--- src/rtl/instdec_pkg.sv ---
package instdec_pkg;

  localparam int WIN_BYTES = 6;
  localparam int ADDR_W    = 32;
  localparam int WORD_W    = 32;
  localparam int LEN_W     = $clog2(WIN_BYTES + 1);
  localparam int CONST_OFS = 2;
  localparam logic [3:0] NO_REG = 4'hF;

  typedef enum logic [3:0] {
    OP_STOP  = 4'h0,
    OP_IDLE  = 4'h1,
    OP_MOVRR = 4'h2,
    OP_MOVIR = 4'h3,
    OP_MOVRM = 4'h4,
    OP_MOVMR = 4'h5,
    OP_ARITH = 4'h6
  } opClass_e;

  localparam logic [3:0] ARITH_MAX_FN = 4'h3;

  typedef struct packed {
    logic             legal;
    logic             useRegs;
    logic             useConst;
    logic [LEN_W-1:0] lenBytes;
  } decStrobes_t;

endpackage

--- src/rtl/instdec_ctrl.sv ---
module instdec_ctrl
  import instdec_pkg::*;
(
  input  logic [7:0]  opByte,
  input  logic [3:0]  regHiNibble,
  output decStrobes_t strobes
);

  localparam logic [LEN_W-1:0] LEN_SHORT = LEN_W'(1);
  localparam logic [LEN_W-1:0] LEN_PAIR  = LEN_W'(2);
  localparam logic [LEN_W-1:0] LEN_LONG  = LEN_W'(WIN_BYTES);

  logic [3:0] classNib;
  logic [3:0] funcNib;
  logic       funcZero;
  logic       funcArithOk;

  assign classNib    = opByte[7:4];
  assign funcNib     = opByte[3:0];
  assign funcZero    = (funcNib == 4'h0);
  assign funcArithOk = (funcNib <= ARITH_MAX_FN);

  decStrobes_t raw;

  always_comb begin
    raw = '0;
    unique case (classNib)
      OP_STOP, OP_IDLE: begin
        raw.legal    = 1'b1;
        raw.lenBytes = LEN_SHORT;
      end
      OP_MOVRR: begin
        raw.legal    = funcZero;
        raw.useRegs  = 1'b1;
        raw.lenBytes = LEN_PAIR;
      end
      OP_MOVIR: begin
        raw.legal    = funcZero && (regHiNibble == NO_REG);
        raw.useRegs  = 1'b1;
        raw.useConst = 1'b1;
        raw.lenBytes = LEN_LONG;
      end
      OP_MOVRM, OP_MOVMR: begin
        raw.legal    = funcZero;
        raw.useRegs  = 1'b1;
        raw.useConst = 1'b1;
        raw.lenBytes = LEN_LONG;
      end
      OP_ARITH: begin
        raw.legal    = funcArithOk;
        raw.useRegs  = 1'b1;
        raw.lenBytes = LEN_PAIR;
      end
      default: raw = '0;
    endcase
  end

  // Squash every strobe of an illegal instruction in one place.
  always_comb begin
    if (raw.legal) strobes = raw;
    else           strobes = '0;
  end

endmodule

--- src/rtl/instdec_datapath.sv ---
module instdec_datapath
  import instdec_pkg::*;
#(
  parameter int ADDR_BITS = ADDR_W,
  parameter int WORD_BITS = WORD_W,
  parameter int WIN_N     = WIN_BYTES
) (
  input  logic [ADDR_BITS-1:0] fetchPc,
  input  logic [WIN_N*8-1:0]   instWindow,
  input  decStrobes_t          strobes,
  output logic [3:0]           regA,
  output logic [3:0]           regB,
  output logic [WORD_BITS-1:0] constVal,
  output logic [LEN_W-1:0]     instLen,
  output logic [ADDR_BITS-1:0] nextPc
);

  localparam int CONST_BYTES = WORD_BITS / 8;
  localparam int PAD_W       = ADDR_BITS - LEN_W;

  logic [7:0]           regByte;
  logic [WORD_BITS-1:0] rawConst;

  assign regByte = instWindow[15:8];

  // Little-endian assembly: lane k of the constant comes from window byte CONST_OFS+k.
  for (genvar k = 0; k < CONST_BYTES; k++) begin : g_constLane
    assign rawConst[8*k +: 8] = instWindow[8*(CONST_OFS+k) +: 8];
  end

  always_comb begin
    if (strobes.useRegs) begin
      regA = regByte[7:4];
      regB = regByte[3:0];
    end else begin
      regA = NO_REG;
      regB = NO_REG;
    end
  end

  assign constVal = strobes.useConst ? rawConst : '0;
  assign instLen  = strobes.lenBytes;
  assign nextPc   = fetchPc + {{PAD_W{1'b0}}, strobes.lenBytes};

endmodule

--- src/rtl/instdec_top.sv ---
module instdec_top
  import instdec_pkg::*;
(
  input  logic [31:0] fetchPc,
  input  logic [47:0] instWindow,
  output logic [3:0]  opClass,
  output logic [3:0]  opFunc,
  output logic [3:0]  regA,
  output logic [3:0]  regB,
  output logic [31:0] constVal,
  output logic [2:0]  instLen,
  output logic [31:0] nextPc,
  output logic        badInstr
);

  decStrobes_t strobes;

  assign opClass = instWindow[7:4];
  assign opFunc  = instWindow[3:0];

  instdec_ctrl ctrl_i (
    .opByte      (instWindow[7:0]),
    .regHiNibble (instWindow[15:12]),
    .strobes     (strobes)
  );

  instdec_datapath #(
    .ADDR_BITS (ADDR_W),
    .WORD_BITS (WORD_W),
    .WIN_N     (WIN_BYTES)
  ) dp_i (
    .fetchPc    (fetchPc),
    .instWindow (instWindow),
    .strobes    (strobes),
    .regA       (regA),
    .regB       (regB),
    .constVal   (constVal),
    .instLen    (instLen),
    .nextPc     (nextPc)
  );

  assign badInstr = ~strobes.legal;

endmodule

--- config.mk ---
export PLATFORM = sky130hd
export DESIGN_NAME = instdec_top
export DESIGN_NICKNAME = d
export VERILOG_FILES = /design/src/rtl/instdec_pkg.sv /design/src/rtl/instdec_ctrl.sv /design/src/rtl/instdec_datapath.sv /design/src/rtl/instdec_top.sv
export SDC_FILE = /design/constraint.sdc
export NUM_CORES = 1
export LEC_CHECK = 0
export ABC_AREA = 1
export BUFFER_PORTS_ARGS = -buffer_cell sky130_fd_sc_hd__buf_2
export CAP_MARGIN = 15
export CORE_MARGIN = 8
export CORE_UTILIZATION = 43
export DETAILED_ROUTE_END_ITERATION = 10
export PLACE_DENSITY = 0.95
export SYNTH_ARGS = -nofsm -noshare
export SYNTH_HDL_FRONTEND = slang
export SYNTH_SLANG_ARGS = --single-unit
export TNS_END_PERCENT = 1
--- constraint.sdc ---
create_clock -name vclk -period 4
set_clock_uncertainty 0.15 [all_clocks]
set_input_delay 0.6 -clock vclk [all_inputs]
set_output_delay 0.6 -clock vclk [all_outputs]
set_load 0.02 [all_outputs]
* Word level (Yosys, flattened, before mapping)
Cells that the tools add are included.
** Cells by class
- Add/subtract/negate cells :: 1
- Magnitude comparators :: 1
- Equal/unequal tests :: 7
- Multiplexer cells :: 8
- Bitwise logic cells :: 1
- Reductions and logical operators :: 8
** Operators with widths (count)
- $add A32 B3 Y32 :: 1
- $mux W32 :: 1
- $eq A4 B3 Y1 const B :: 3
- $pmux W3 S3 :: 1
- $eq A4 B2 Y1 const B :: 2
- $logic_not A4 Y1 :: 2
- $mux W4 :: 2
- $mux W6 :: 1
- $reduce_or A3 Y1 :: 2
- $reduce_or A5 Y1 :: 1
- $eq A4 B1 Y1 const B :: 1
- $eq A4 B4 Y1 const B :: 1
- $le A4 B2 Y1 const B :: 1
- $pmux W1 S4 :: 1
- $reduce_or A2 Y1 :: 2
- $mux W1 :: 2
- $logic_and A1 B1 Y1 :: 1
- $not A1 Y1 :: 1
** Storage, ports and cells
- Flip-flop bits (word level) :: 0
- Bits of input ports :: 80

* Depth between registers and ports, before layout
Gate-level depths: netlist (run 1).
- Depth after elaboration :: 5
- Mapped depth :: 17
- Depth with buffers taken out :: 16

* By module
A second synthesis (run 1) with hierarchy kept.
** Second synthesis, totals
- Cells, all modules :: 327
- Area total of the unflattened synthesis :: 1560.2 µm²
** By module, submodules not included
- instdec_datapath :: times used 1, cells an instance 290, area an instance 1375.1 µm²
- instdec_ctrl :: times used 1, cells an instance 28, area an instance 121.4 µm²
- instdec_top :: times used 1, cells an instance 9, area an instance 63.8 µm²

* Worst setup path before layout (run 1)
No wires, ideal clock.
- Path kind :: input to output
- Start point :: input instWindow[6]
- End point :: output nextPc[24]
- Data arrival time :: 2.616 ns
- Required time :: 3.250 ns
- Path slack :: 0.634 ns
- Stages on the path :: 16
- Cells stage by stage :: inv_1 > nor2_2 > nand2_1 > nand2_1 > nand2_1 > nand3_2 > nand2_4 > buf_8 > inv_2 > ha_1 > nand2_2 > o21ai_4 > nand2_2 > inv_2 > nand2_1 > xnor2_1
** On the way
- Longest elaborated chain between the ends :: 5
** RTL lines
- start, declared :: RTL line instdec_top.sv:5 : input logic [47:0] instWindow,
- $eq A4 B2 Y1 (tied with other cells) :: RTL line instdec_ctrl.sv:27 : unique case (classNib)
- $reduce_or A3 Y1 (no source line) (tied with other cells)
- $pmux W1 S4 or $pmux W3 S3 (tied branches) :: RTL line instdec_ctrl.sv:27
- $mux W6 (*) :: RTL line instdec_ctrl.sv:60 : if (raw.legal) strobes = raw;
- named net instLen[2] :: RTL line instdec_top.sv:11 : output logic [2:0] instLen,
- $add A32 B3 Y32 (*) :: RTL line instdec_datapath.sv:43 : assign nextPc = fetchPc + {{PAD_W{1'b0}}, strobes.lenBytes};
- end, declared :: RTL line instdec_top.sv:12 : output logic [31:0] nextPc,
The timed path passes the listed nets; every way through them passes the cells marked *.

* Worst setup path after layout (run 1)
- Start point :: input instWindow[6]
- End point :: output nextPc[10]
** On the way
- Longest elaborated chain between the ends :: 5
** RTL lines (RTL line)
- $eq A4 B2 Y1 (tied with other cells) :: instdec_ctrl.sv:27
- $reduce_or A3 Y1 (no source line) (tied with other cells)
- $pmux W1 S4 or $pmux W3 S3 (tied branches) :: instdec_ctrl.sv:27
- $mux W6 (*) :: instdec_ctrl.sv:60
- $add A32 B3 Y32 (*) :: instdec_datapath.sv:43
Every way passes the cells marked *; elsewhere a longest branch is shown, timed or not.

==> results.py, run 1 <==
metrics = {
    "power_and_ir_drop": {
        "p_total_mw": 0.2057,
        "ir_drop_uv": 59.11,
        "p_leak_nw": 1.535,
        "power_per_cell_area_nw_per_um2": 79.55,
    },
    "floorplanning": {
        "fp.coreArea_um2": 4029,
        "start_util_pct": 44.88,
        "die_w_um": 80.84,
        "ioPinCount": 164,
        "die_y_um": 80.84,
        "num_rows": 23,
        "floorplan.die_area_um2": 6535,
    },
    "setup_path": {
        "timing_worst_setup_path_type": "input pin to primary output",
        "critPathArrivalTime_ps": 2900,
        "cp-end-kind": "primary output",
        "worstSetupStartpointType": "input pin",
        "worstPathMaxFanout": 9,
        "worst_ep_required_ps": 3250,
    },
    "synth": {
        "ys_warn_count": 0,
        "cell_types_occupying_the_most_area_after_synthesis": "nor2_4 (21%), nand2_1 (20%), inv_1 (12%)",
        "postSynthNetCount": 399,
        "synthDominantCellAreaShare_pct": 20.55,
        "synth.lib_cells_used.distinct": 26,
        "post-synth-top-area-cell": "nor2_4",
        "synthesized_instance_count": 315,
        "syn_avg_cell_area_um2": 5.740,
        "ys_seq_area_share_pct": 0,
        "syn-cell-area_um2": 1808,
    },
    "timing": {
        "grt_setup_unrepaired": "false",
        "period_minus_slack_ps": 3650,
        "period_share_pct": 91.25,
        "worst_slew_pin_slew_ps": 833.2,
        "setup_viol_count_final": 0,
        "postLayoutSetupSlackWorst_ps": 350.2,
        "max-slew-margin-rel_pct": 44.46,
        "timing.final.hold_violations": 0,
        "fin_setup_tns_ps": 0,
        "max_transition_viols_final": 0,
        "hold_ws_ps": 1291,
        "max_freq_mhz": 274.0,
    },
    "final_layout": {
        "flops_and_latches": 0,
        "post_route_cells_drive_above_1_share_pct": 47.01,
        "fin_nets": 554,
        "finalInstanceArea_um2": 2586,
        "commonest_non_fill_non_tap_cells_in_the_layout": "buf_2 (164), nand2_1 (96), inv_1 (56)",
        "layout.clock_buffers": 0,
        "filler_instances": 365,
        "mostFrequentLayoutCell": "buf_2",
        "final_core_utilization_pct": 64.19,
        "finalNonFillerCells": 518,
        "layout.area.seq_um2": 0,
        "antenna_cells": 0,
        "flow.area_growth_from_synthesis_pct": 43.04,
    },
    "worst_hold_path": {
        "hold_path_depth": 2,
        "min-delay-path-class": "input pin to primary output",
    },
    "job": {
        "max_cap_viol_count": 0,
    },
    "detailed_routing": {
        "uppermost_signal_routing_layer_after_detailed_routing": "met4",
        "route.vias.total": 2430,
        "drt_first_iter_violations": 78,
        "drt-pass1-iter-count": 4,
        "ant_nets": 0,
        "postRouteWirelength_mm": 7.271,
        "met2WireLength_mm": 3.949,
        "vias_per_cell": 4.691,
        "route.detailed.wl_per_inst_um": 14.04,
        "drt-met1-wl_mm": 2.307,
        "drc": 0,
        "met3WireLength_um": 965,
    },
    "global_route": {
        "track_usage_pct": 20.59,
        "grt_pass1_wl_mm": 11.12,
        "antenna_found_initial": 0,
        "grt_remaining_overflow": 0,
        "maximum_number_of_pins_on_one_net_before_global_route_repair": 33,
        "grt_pass1_vias": 2551,
    },
    "placement": {
        "dpl.hpwl_mm": 6.688,
        "dp_slack_ps": 381.0,
        "dpl-instance-area_um2": 2586,
        "globalplace.congestion": 0.8816,
        "placed_cells": 518,
        "io_buffers": 164,
    },
    "clocking": {
        "postCtsSetupRepairBufs": 0,
        "postCtsHoldBufs": 0,
        "post_cts.resized_instances": 0,
    },
    "status": {
        "run_status": "completed",
    },
}
layer usage:
layer  up-vias  GRT usage [%]
li1       1229              -
met5         -              0
met3         6          6.512
met2       137          43.54
met1      1058          18.65
met4         0          2.500
logic make-up after synthesis:
family	share of synthesized area, %
compound gates	1.454
xor+xnor	8.720
fa+ha+maj	3.184
buf+inv	18.48
simple gates	68.17
report_power, final:
part	total (mW)	internal, mW	switching [mW]
clock network	0	0	0
logic	0.206	0.0753	0.130
registers	0	0	0
total	0.206	0.0753	0.130
worst max-delay path, cell delays in order:
cell,delay (ps)
buf_2,120
inv_1,90
nand2_1,60
nor2_1,130
inv_1,70
nand3_1,240
nand2_1,150
fa_1,520
o21ai_4,300
nand4_2,180
xnor2_1,230
buf_2,200
cell usage after synthesis (2+ instances only):
library cell  count
nor2_2            8
nand2_2           3
nor3_1            2
buf_8             3
nor2_4           33
inv_1            56
nand2_4           2
o21ai_1           2
nor2_1           42
buf_4             9
inv_2             3
ha_1              3
xnor2_1           9
nand2_1          96
nand3_1           9
nand3b_1         17
xor2_1            9
final timing paths:
check | slack, ps | start | endpoint
worst max-delay path | 350 | instWindow[6] | nextPc[10]
worst min-delay path | 1290 | instWindow[3] | opFunc[3]
area by class of cell:
cell class	count	area, um2	area share [%]
well taps	50	62.56	2.419
repair buffers	165	828.3	32.03
multi-input cells	244	1474	56.99
inverters	59	221.5	8.563
No activity file was read; power rests on OpenSTA's default activity.
==> inputs of run 2 (changes only) <==
--- a/config.mk
+++ b/config.mk
@@ -9,10 +9,11 @@
 export BUFFER_PORTS_ARGS = -buffer_cell sky130_fd_sc_hd__buf_2
 export CAP_MARGIN = 15
 export CORE_MARGIN = 8
-export CORE_UTILIZATION = 43
+export CORE_UTILIZATION = 40
 export DETAILED_ROUTE_END_ITERATION = 10
 export PLACE_DENSITY = 0.95
 export SYNTH_ARGS = -nofsm -noshare
 export SYNTH_HDL_FRONTEND = slang
+export SYNTH_HIERARCHICAL = 1
 export SYNTH_SLANG_ARGS = --single-unit
 export TNS_END_PERCENT = 1
==> run 2 against run 1 <==
Die area fell by 5.8%. Synthesized cell count rose by 3.8%. Cell area fell by 9.0%. Global-route usage fell by 0.61 points. Worst hold slack got worse by 6.7 ps. Combinational power fell by 10%. Clock-buffer cell count did not move. Critical path depth did not move. Synthesized area fell by 14%. Core utilization fell by 0.86 points. Non-clock buffer count did not move.
==> results.py, run 2 <==
metrics = {
    "final_layout": {
        "final_core_utilization_pct": 63.33,
        "mostFrequentLayoutCell": "buf_2",
        "finalInstanceArea_um2": 2354,
        "flops_and_latches": 0,
        "layout.clock_buffers": 0,
        "filler_instances": 350,
        "layout.area.seq_um2": 0,
        "fin_nets": 563,
        "post_route_cells_drive_above_1_share_pct": 39.83,
        "commonest_non_fill_non_tap_cells_in_the_layout": "buf_2 (164), nand2_1 (143), inv_1 (57)",
        "antenna_cells": 0,
        "finalNonFillerCells": 525,
        "flow.area_growth_from_synthesis_pct": 50.84,
    },
    "status": {
        "run_status": "completed",
    },
    "timing": {
        "grt_setup_unrepaired": "false",
        "timing.final.hold_violations": 0,
        "hold_ws_ps": 1284,
        "setup_viol_count_final": 0,
        "max_freq_mhz": 303.8,
        "worst_slew_pin_slew_ps": 492.9,
        "period_minus_slack_ps": 3292,
        "postLayoutSetupSlackWorst_ps": 708.3,
        "max_transition_viols_final": 0,
        "max-slew-margin-rel_pct": 67.02,
        "period_share_pct": 82.29,
        "fin_setup_tns_ps": 0,
    },
    "clocking": {
        "postCtsHoldBufs": 0,
        "post_cts.resized_instances": 0,
        "postCtsSetupRepairBufs": 0,
    },
    "setup_path": {
        "path_cells": "buf_2 > or2_0 > nand3_1 > nand3_1 > nor2_1 > fa_1 > nand3_1 > nand2_2 > nand2_4 > nor2_2 > xor2_1 > buf_2",
        "crit_path_top_delay_cell": "nor2_1",
        "critPathArrivalTime_ps": 2540,
        "worst_path_largest_cell_delay_ps": 270,
        "worstPathMaxFanout": 5,
        "worstSetupStartpointType": "input pin",
        "worst_ep_required_ps": 3250,
        "crit_path_frequent_cell": "nand3_1",
        "cp-end-kind": "primary output",
        "timing_worst_setup_path_type": "input pin to primary output",
    },
    "synth": {
        "post-synth-top-area-cell": "nand2_1",
        "synth.lib_cells_used.distinct": 26,
        "post_synth_mux_area_share_pct": 0,
        "syn_avg_cell_area_um2": 4.771,
        "synthDominantCellAreaShare_pct": 34.40,
        "synth_top_family_by_area": "simple AND/OR/NAND/NOR gates",
        "ys_seq_area_share_pct": 0,
        "most_numerous_cell_types_in_the_synthesized_netlist": "nand2_1 (143), inv_1 (57), nor2_1 (43)",
        "postSynthNetCount": 411,
        "synth-compound-area-share_pct": 0.8019,
        "syn-cell-area_um2": 1560,
        "yosys.cell_count.top_type": "nand2_1",
        "synthesized_instance_count": 327,
        "yosys.area_share.simple_pct": 66.96,
        "synthAdderAreaFrac_pct": 3.689,
        "ys_warn_count": 6,
        "cell_types_occupying_the_most_area_after_synthesis": "nand2_1 (34%), inv_1 (14%), nor2_1 (10%)",
        "fraction_of_synthesized_cell_area_in_xor_and_xnor_cells_pct": 7.859,
    },
    "global_route": {
        "grt_remaining_overflow": 0,
        "grt_pass1_vias": 2376,
        "track_usage_pct": 19.98,
        "antenna_found_initial": 0,
        "grt_pass1_wl_mm": 10.52,
        "maximum_number_of_pins_on_one_net_before_global_route_repair": 33,
    },
    "power_and_ir_drop": {
        "p_total_mw": 0.1845,
        "power_per_cell_area_nw_per_um2": 78.40,
        "ir_drop_uv": 49.62,
        "p_leak_nw": 1.631,
    },
    "placement": {
        "placed_cells": 525,
        "io_buffers": 164,
        "globalplace.congestion": 0.9255,
        "dpl-instance-area_um2": 2354,
        "dp_slack_ps": 701.3,
        "dpl.hpwl_mm": 6.129,
    },
    "floorplanning": {
        "num_rows": 22,
        "ioPinCount": 164,
        "die_y_um": 78.46,
        "fp.coreArea_um2": 3716,
        "floorplan.die_area_um2": 6155,
        "start_util_pct": 41.99,
        "die_w_um": 78.46,
    },
    "detailed_routing": {
        "route.vias.total": 2456,
        "drt_first_iter_violations": 153,
        "route.detailed.wl_per_inst_um": 12.76,
        "drt-pass1-iter-count": 4,
        "ant_nets": 0,
        "vias_per_cell": 4.678,
        "drc": 0,
        "postRouteWirelength_mm": 6.697,
    },
    "worst_hold_path": {
        "min-delay-path-class": "input pin to primary output",
    },
    "job": {
        "max_cap_viol_count": 0,
    },
}
[run 2: cell types whose count changed after synthesis, sizes merged, moves of 2 or more]
| cell | previous run | this run |
|---|---|---|
| clkbuf | 0 | 4 |
| nand2 | 101 | 148 |
| nand3 | 11 | 9 |
| nand3b | 17 | 13 |
| nor2 | 83 | 54 |
| o21ai | 3 | 1 |
| or2 | 1 | 3 |
| xnor2 | 9 | 6 |
[run 2: per-layer routing]
metal / GRT usage, % / part of all wire [%] / vias to the layer above
li1: - / - / 1247
met1: 18.32 / 34 / 1066
met2: 39.77 / 52 / 133
met3: 8.542 / 13 / 10
met4: 3.519 / 1.5 / 0
met5: 0 / 0 / -
[run 2: path summary, 6_finish.rpt]
check / cells past startpoint / endpoint / slack, ps / start
hold / removal: 2 / opFunc[2] / 1280 / instWindow[2]
setup / recovery: 12 / nextPc[14] / 710 / instWindow[1]
[run 2: final cells by class]
cell class	instances	area (um2)	share of cell area (%)
Multi-Input combinational cell	252	1240	52.68
Tap cell	48	60.06	2.552
Timing Repair Buffer	165	828.3	35.19
Inverter	60	225.2	9.569
[run 2: logic make-up after synthesis]
logic type,after synthesis
AOI/OAI and AO/OA,2
buffers and inverters,75
xor gates and xnor gates,14
adders and majority gates,4
and+or+nand+nor,232
[run 2: where the power goes]
| part | total [mW] | switching, mW | internal [mW] | leakage, nW |
|---|---|---|---|---|
| Clock | 0 | 0 | 0 | 0 |
| Sequential | 0 | 0 | 0 | 0 |
| Combinational | 0.185 | 0.114 | 0.0710 | 1.63 |
[run 2: critical path, delay by kind of cell]
| family | cells | cell delay, ps |
|---|---|---|
| and+or+nand+nor | 8 | 1250 |
| buffers and inverters | 2 | 280 |
| adders and majority gates | 1 | 260 |
| xor gates and xnor gates | 1 | 150 |
==> inputs of run 3 (changes only) <==
--- a/config.mk
+++ b/config.mk
@@ -9,9 +9,9 @@
 export BUFFER_PORTS_ARGS = -buffer_cell sky130_fd_sc_hd__buf_2
 export CAP_MARGIN = 15
 export CORE_MARGIN = 8
-export CORE_UTILIZATION = 40
+export CORE_UTILIZATION = 37
 export DETAILED_ROUTE_END_ITERATION = 10
-export PLACE_DENSITY = 0.95
+export PLACE_DENSITY = 0.93
 export SYNTH_ARGS = -nofsm -noshare
 export SYNTH_HDL_FRONTEND = slang
 export SYNTH_HIERARCHICAL = 1
==> constraint.sdc (replaced) <==
create_clock -name vclk -period 3.4
set_clock_uncertainty 0.15 [all_clocks]
set_input_delay 0.51 -clock vclk [all_inputs]
set_output_delay 0.51 -clock vclk [all_outputs]
set_load 0.02 [all_outputs]
==> run 3 against run 2 <==
Core utilization decreased by 4.9 points. First-iteration DRC count decreased by 14%. Sequential cell count unchanged. Power increased by 17%. Via count decreased by 2.1%. Global-route usage decreased by 1.2 points. Cell area increased by 0.11%.
==> results.py, run 3 (synthesized netlist as in run 2, its figures left out) <==
metrics = {
    "status": {
        "run_status": "completed",
    },
    "timing": {
        "period_share_pct": 92.43,
        "fin_setup_tns_ps": 0,
        "period_minus_slack_ps": 3143,
        "timing.final.hold_violations": 0,
        "max_freq_mhz": 318.2,
        "setup_viol_count_final": 0,
        "worst_slew_pin_slew_ps": 507.5,
        "max-slew-margin-rel_pct": 66.04,
        "grt_setup_unrepaired": "false",
        "max_transition_viols_final": 0,
    },
    "global_route": {
        "antenna_found_initial": 0,
        "grt_remaining_overflow": 0,
        "track_usage_pct": 18.74,
        "maximum_number_of_pins_on_one_net_before_global_route_repair": 33,
        "grt_pass1_wl_mm": 10.25,
        "grt_pass1_vias": 2407,
    },
    "final_layout": {
        "commonest_non_fill_non_tap_cells_in_the_layout": "buf_2 (164), nand2_1 (143), inv_1 (57)",
        "finalInstanceArea_um2": 2356,
        "post_route_cells_drive_above_1_share_pct": 39.83,
        "flow.area_growth_from_synthesis_pct": 51.00,
        "mostFrequentLayoutCell": "buf_2",
        "flops_and_latches": 0,
        "filler_instances": 402,
        "layout.area.seq_um2": 0,
        "antenna_cells": 0,
        "layout.clock_buffers": 0,
        "fin_nets": 563,
    },
    "worst_hold_path": {
        "hold_path_depth": 2,
        "timing.hold.worst.start": "instWindow[1]",
        "min-delay-path-class": "input pin to primary output",
    },
    "setup_path": {
        "timing.critical_path.from": "instWindow[1]",
        "crit_path_top_delay_cell": "nor2_1",
        "worst_ep_required_ps": 2740,
        "worst_path_dominant_cell_family": "simple AND/OR/NAND/NOR gates",
        "crit_path_frequent_cell": "nand3_1",
        "worstPathMaxFanout": 5,
        "worstSetupStartpointType": "input pin",
        "critPathArrivalTime_ps": 2480,
        "critPathBufInv": 3,
        "cp-end-kind": "primary output",
        "worstSetupPathDepth": 12,
        "path_cells": "buf_2 > or2_0 > nand3_1 > nand3_1 > nor2_1 > fa_1 > nand3_1 > nand2_2 > inv_2 > nor2_4 > xor2_1 > buf_2",
        "timing_worst_setup_path_type": "input pin to primary output",
        "worst_path_largest_cell_delay_ps": 280,
    },
    "floorplanning": {
        "ioPinCount": 164,
        "die_y_um": 80.94,
        "floorplan.die_area_um2": 6550,
        "die_w_um": 80.94,
        "fp.coreArea_um2": 4029,
        "num_rows": 23,
        "start_util_pct": 38.73,
    },
    "placement": {
        "dpl-instance-area_um2": 2356,
        "globalplace.congestion": 0.9090,
        "dpl.hpwl_mm": 6.160,
        "io_buffers": 164,
    },
    "clocking": {
        "postCtsSetupRepairBufs": 0,
        "post_cts.resized_instances": 0,
        "postCtsHoldBufs": 0,
    },
    "detailed_routing": {
        "drc": 0,
        "ant_nets": 0,
        "drt-pass1-iter-count": 4,
        "route.detailed.wl_per_inst_um": 12.76,
        "vias_per_cell": 4.564,
        "drt_first_iter_violations": 131,
        "route.vias.total": 2405,
        "postRouteWirelength_mm": 6.723,
    },
    "power_and_ir_drop": {
        "power_report.internal_total_mw": 0.08325,
        "p_leak_nw": 1.631,
        "ir_drop_uv": 54.67,
        "power_per_cell_area_nw_per_um2": 91.98,
        "clockPowerShare_pct": 0,
        "netSwitchingPower_mw": 0.1334,
        "power.switching_fraction_pct": 61.58,
        "power.share.sequential_pct": 0,
        "share_of_total_power_in_combinational_logic_pct": 100.0,
    },
    "job": {
        "max_cap_viol_count": 0,
    },
}
[run 3: cell counts in the layout (fill, tap and decap cells not counted)]
Identical to the previous run, type by type.
[run 3: final cells by class]
| type | count | area [um2] | area share (%) |
|---|---|---|---|
| Multi-Input combinational cell | 252 | 1240 | 52.63 |
| Timing Repair Buffer | 165 | 828.3 | 35.16 |
| Inverter | 60 | 225.2 | 9.559 |
| Tap cell | 50 | 62.56 | 2.655 |
[run 3: routing by layer]
layer  GRT usage, %  up-vias  part of all wire, %
li1               -     1246                    -
met3          6.623       12                   11
met2          37.37      113                   51
met4          4.464        0                  2.0
met5              0        -                    0
met1          17.58     1034                   36
[run 3: worst paths after layout]
kind / to / slack, ps
max: nextPc[12] / 260
min: opFunc[1] / 1100
[run 3: stage by stage]
step / utilization [%] / setup slack, ps / power (mW) / hold slack [ps] / cells
after floorplan: - / 571.7 / 0.1198 / 982.6 / 327
after global placement: 58.48 / 346.6 / 0.2124 / 1103 / 527
after global routing: 58.48 / 83.01 / 0.2348 / 1117 / 527
final: 58.48 / 257.4 / 0.2167 / 1105 / 527
after CTS: 58.48 / 265.9 / 0.2169 / 1106 / 527
after detailed placement: 58.48 / 262.2 / 0.2161 / 1106 / 527
[run 3: power groups by stage]
| stage | Sequential [mW] | Combinational, mW | Clock, mW |
|---|---|---|---|
| 4_1_cts | 0 | 0.217 | 0 |
| 3_5_place_dp | 0 | 0.216 | 0 |
| 2_1_floorplan | 0 | 0.120 | 0 |
| 5_1_grt | 0 | 0.235 | 0 |
| 3_3_place_gp | 0 | 0.212 | 0 |
| 6_report | 0 | 0.217 | 0 |
